--- src/rtl/dpe_pkg.sv ---
package dpe_pkg;
    localparam int unsigned NUM_DIGITS = 9;
    localparam int unsigned CODE_W     = $clog2(NUM_DIGITS + 1);

    typedef logic [NUM_DIGITS-1:0] req_vec_t;
    typedef logic [CODE_W-1:0]     code_t;
endpackage

--- src/rtl/dpe_req_norm.sv ---
module dpe_req_norm
    import dpe_pkg::*;
(
    input  req_vec_t req_n,
    output req_vec_t act
);
    // Active-low lines become active-high request flags.
    assign act = ~req_n;
endmodule

--- src/rtl/dpe_prio_pick.sv ---
module dpe_prio_pick
    import dpe_pkg::*;
(
    input  req_vec_t act,
    output code_t    val
);
    // Ascending scan: a later (higher) digit overrides any lower one.
    always_comb begin
        val = '0;
        for (int k = 1; k <= NUM_DIGITS; k++) begin
            if (act[k-1]) val = code_t'(k);
        end
    end
endmodule

--- src/rtl/dpe_out_stage.sv ---
module dpe_out_stage
    import dpe_pkg::*;
#(
    parameter bit REG_OUT      = 1'b1,
    parameter bit OUT_ACT_HIGH = 1'b0
) (
    input  logic  clk,
    input  logic  rst,
    input  code_t val,
    output code_t q
);
    localparam code_t ZERO_CODE = OUT_ACT_HIGH ? code_t'(0) : ~code_t'(0);

    code_t coded;
    assign coded = OUT_ACT_HIGH ? val : ~val;

    generate
        if (REG_OUT) begin : g_reg
            code_t q_r;
            always_ff @(posedge clk) begin
                if (rst) q_r <= ZERO_CODE;
                else     q_r <= coded;
            end
            assign q = q_r;


            reg_follow_chk: assert property (@(posedge clk) disable iff (rst)
                !rst |=> q == $past(coded));

            reset_zero_chk: assert property (@(posedge clk) disable iff (rst)
                $fell(rst) |-> q == ZERO_CODE);
        end else begin : g_comb
            assign q = coded;
        end
    endgenerate
endmodule

--- src/rtl/dec_prio_enc.sv ---
module dec_prio_enc
    import dpe_pkg::*;
#(
    parameter bit REG_OUT      = 1'b1,
    parameter bit OUT_ACT_HIGH = 1'b0
) (
    input  logic       clk,
    input  logic       rst,
    input  logic [8:0] req_n,
    output logic [3:0] bcd
);
    req_vec_t act;
    code_t    val;

    dpe_req_norm u_norm (
        .req_n (req_n),
        .act   (act)
    );

    dpe_prio_pick u_pick (
        .act (act),
        .val (val)
    );

    dpe_out_stage #(
        .REG_OUT      (REG_OUT),
        .OUT_ACT_HIGH (OUT_ACT_HIGH)
    ) u_out (
        .clk (clk),
        .rst (rst),
        .val (val),
        .q   (bcd)
    );


    no_overflow_chk: assert property (@(posedge clk) disable iff (rst)
        val <= code_t'(9));

    idle_zero_chk: assert property (@(posedge clk) disable iff (rst)
        (&req_n) |-> val == '0);

    top_digit_chk: assert property (@(posedge clk) disable iff (rst)
        !req_n[8] |-> val == code_t'(9));

    lone_one_chk: assert property (@(posedge clk) disable iff (rst)
        (req_n == 9'h1FE) |-> val == code_t'(1));
endmodule

--- config.mk ---
export PLATFORM = sky130hd
export DESIGN_NAME = dec_prio_enc
export DESIGN_NICKNAME = d
export VERILOG_FILES = /design/src/rtl/dpe_pkg.sv /design/src/rtl/dpe_req_norm.sv /design/src/rtl/dpe_prio_pick.sv /design/src/rtl/dpe_out_stage.sv /design/src/rtl/dec_prio_enc.sv
export SDC_FILE = /design/constraint.sdc
export NUM_CORES = 1
export LEC_CHECK = 0
export ABC_AREA = 0
export BUFFER_PORTS_ARGS = -buffer_cell sky130_fd_sc_hd__buf_2
export CAP_MARGIN = 20
export CORE_AREA = 2 2 39 41
export DETAILED_ROUTE_END_ITERATION = 8
export DIE_AREA = 0 0 41 43
export PLACE_DENSITY = 0.4
export SLEW_MARGIN = 15
export SYNTH_ARGS = -nofsm -noshare
export SYNTH_HDL_FRONTEND = slang
export SYNTH_HIERARCHICAL = 1
export SYNTH_SLANG_ARGS = --single-unit
--- constraint.sdc ---
create_clock -name clk -period 2.7 [get_ports clk]
set_clock_uncertainty 0.15 [all_clocks]
set_input_delay 0.54 -clock clk [delete_from_list [all_inputs] [get_ports clk]]
set_output_delay 0.54 -clock clk [all_outputs]
set_load 0.02 [all_outputs]
==> flow_summary.toml <==
[status]
status = "completed"

[timing]
worstMarginPinSlew_ps = 218
timing.setup.tns_ps = 0
hold_viol = 0
setup_ws_ps = 1330
max_freq_mhz = 732
fin_crit_sh = 0.506
final_max_slew_viol_count = 0
relSlewSlack = 0.855
finalSetupViolations = 0
rsz0062_at_grt = "no"
finalCriticalPeriod_ps = 1370

[clocking]
clock_sinks = 4
clockRootBuffer = "clkbuf_4"
post_cts_buffers = 0
postCtsHoldBufs = 0
tritoncts = "yes"
cts_resized = 0
numCtsBuffers = 3
htreeDepth = 1
clock_path_buffers = 2
clk_pin_slew_worst_paths_ps = 40

[worst_setup_path]
slowest_stage = "dfxtp_1"
worst-setup-path-type = "reg -> out"
cp-end-kind = "output pin"
cp_max_fo = 1
cp_cell_sequence = "buf_2"
required_ps = 2010
critPathBufInv = 1
cpPeakStageDelay_ps = 290
critPathArrivalTime_ps = 680
startpoint_type = "register"
critPathTopFamily = "flip-flops"

[yosys]
synth_top_cell_by_area = "dfxtp_1"
ys_seq_area_frac = 0.379
yosys_warnings = 6
ys_types = 9
avgSynthCellArea_um2 = 7.29
syn_nets = 40
yosysTopAreaCellShare = 0.379
syn_inst = 29
ys_ff_latch = 4
synthTopCellsByArea = "dfxtp_1 (38%), inv_1 (20%), nand2b_1 (12%)"
synth_area_um2 = 211

[placement]
routabilityCongestion = 0.648
io_buffers = 14
dp_slack_ps = 1300

[die]
die_y_um = 43
core-area_mm2 = 0.00138
start_util = 0.153
num_rows = 14
die_w_um = 41
dieArea_mm2 = 0.00176
io_pins = 15

[pwr]
irDropWorstVdd_uv = 73.5
power_leakage_nw = 0.186
powerDensity_mw_per_mm2 = 512
power_mw = 0.166

[grt]
track_usage = 0.0581
grt_max_degree = 5
grt_pass1_vias = 193
overflow = 0
antenna_found_initial = 0
grt_pass1_wl_um = 614

[hold_path]
holdPathEnd = "u_out/q[2]$_SDFF_PP1_"
hold_start = "rst"
hold_class = "in -> reg"
hold_depth = 2

[final_layout]
drive_gt1_frac = 0.413
num_antenna_cells = 0
nets = 59
final_util = 0.234
largest_register_ffs = 4
synthToLayoutAreaGrowth_pct = 53.3

[detailed_routing]
num_vias = 211
wire_per_inst_um = 6.76
dr.pass1.iters = 1
drc = 0
wirelength_um = 419
ant_nets = 0
via_per_inst = 3.40
drt_iter0_drc = 0

[run]
drv_cap = 0
[placed cells by master (no fill, tap or decap)]
master	count
buf_2	14
a221oi_2	1
nor2_1	3
nand2b_1	4
o31ai_2	1
dfxtp_1	4
a21oi_1	3
or2_1	1
inv_1	11
clkbuf_4	3
o21ai_0	1
[how the worst max path moves through the flow]
stage / startpoint / end / slack [ps] / depth (start not counted)
CTS: u_out/q[0]$_SDFF_PP1_ / bcd[0] / 1320 / 1
floorplan: req_n[3] / u_out/q[0]$_SDFF_PP1_ / 1440 / 5
finish: u_out/q[0]$_SDFF_PP1_ / bcd[0] / 1330 / 1
global placement: req_n[3] / u_out/q[0]$_SDFF_PP1_ / 1310 / 6
detailed placement: req_n[3] / u_out/q[0]$_SDFF_PP1_ / 1300 / 6
global route: u_out/q[0]$_SDFF_PP1_ / bcd[0] / 1300 / 1
[power by group]
| part | total [mW] | leakage, nW | internal [mW] | switching (mW) |
|---|---|---|---|---|
| Clock | 0.0735 | 0.0138 | 0.0497 | 0.0238 |
| Combinational | 0.0291 | 0.139 | 0.0133 | 0.0158 |
| Sequential | 0.0632 | 0.0333 | 0.0627 | 0.000555 |
[layout make-up]
type / instances / area (µm²)
Clock buffer: 3 / 22.5
Fill cell: 164 / 1060
Inverter: 11 / 41.3
Multi-Input combinational cell: 14 / 90.1
Sequential cell: 4 / 80.1
Tap cell: 16 / 20.0
Timing Repair Buffer: 14 / 70.1
[metal layers]
layer	vias to the layer above	wire [µm]	GRT usage
met4	0	0	0.100
met1	81	186	0.0605
met3	0	58	0.0157
li1	119	-	-
met5	-	0	0
met2	11	173	0.0656
[Yosys cell counts]
cell type and instances:
inv_1 11, dfxtp_1 4, nand2b_1 4, a21oi_1 3, nor2_1 3, a221oi_2 1, o21ai_0 1, o31ai_2 1
or2_1 1
[per-stage QoR]
step / instances / area (µm²) / hold slack [ps]
finish: 62 / 324 / 379
CTS: 62 / 324 / 373
global placement: 59 / 302 / 619
global route: 62 / 324 / 382
detailed placement: 59 / 302 / 620
floorplan: 29 / 211 / 491
[kinds of logic after synthesis]
logic type | count (synthesis) | share of synthesized area
AO/OA/AOI/OAI | 6 | 0.225
AND/OR/NAND/NOR | 8 | 0.201
buffers and inverters | 11 | 0.195
flip-flops | 4 | 0.379
Note: power is estimated with default switching activity, not from simulation.
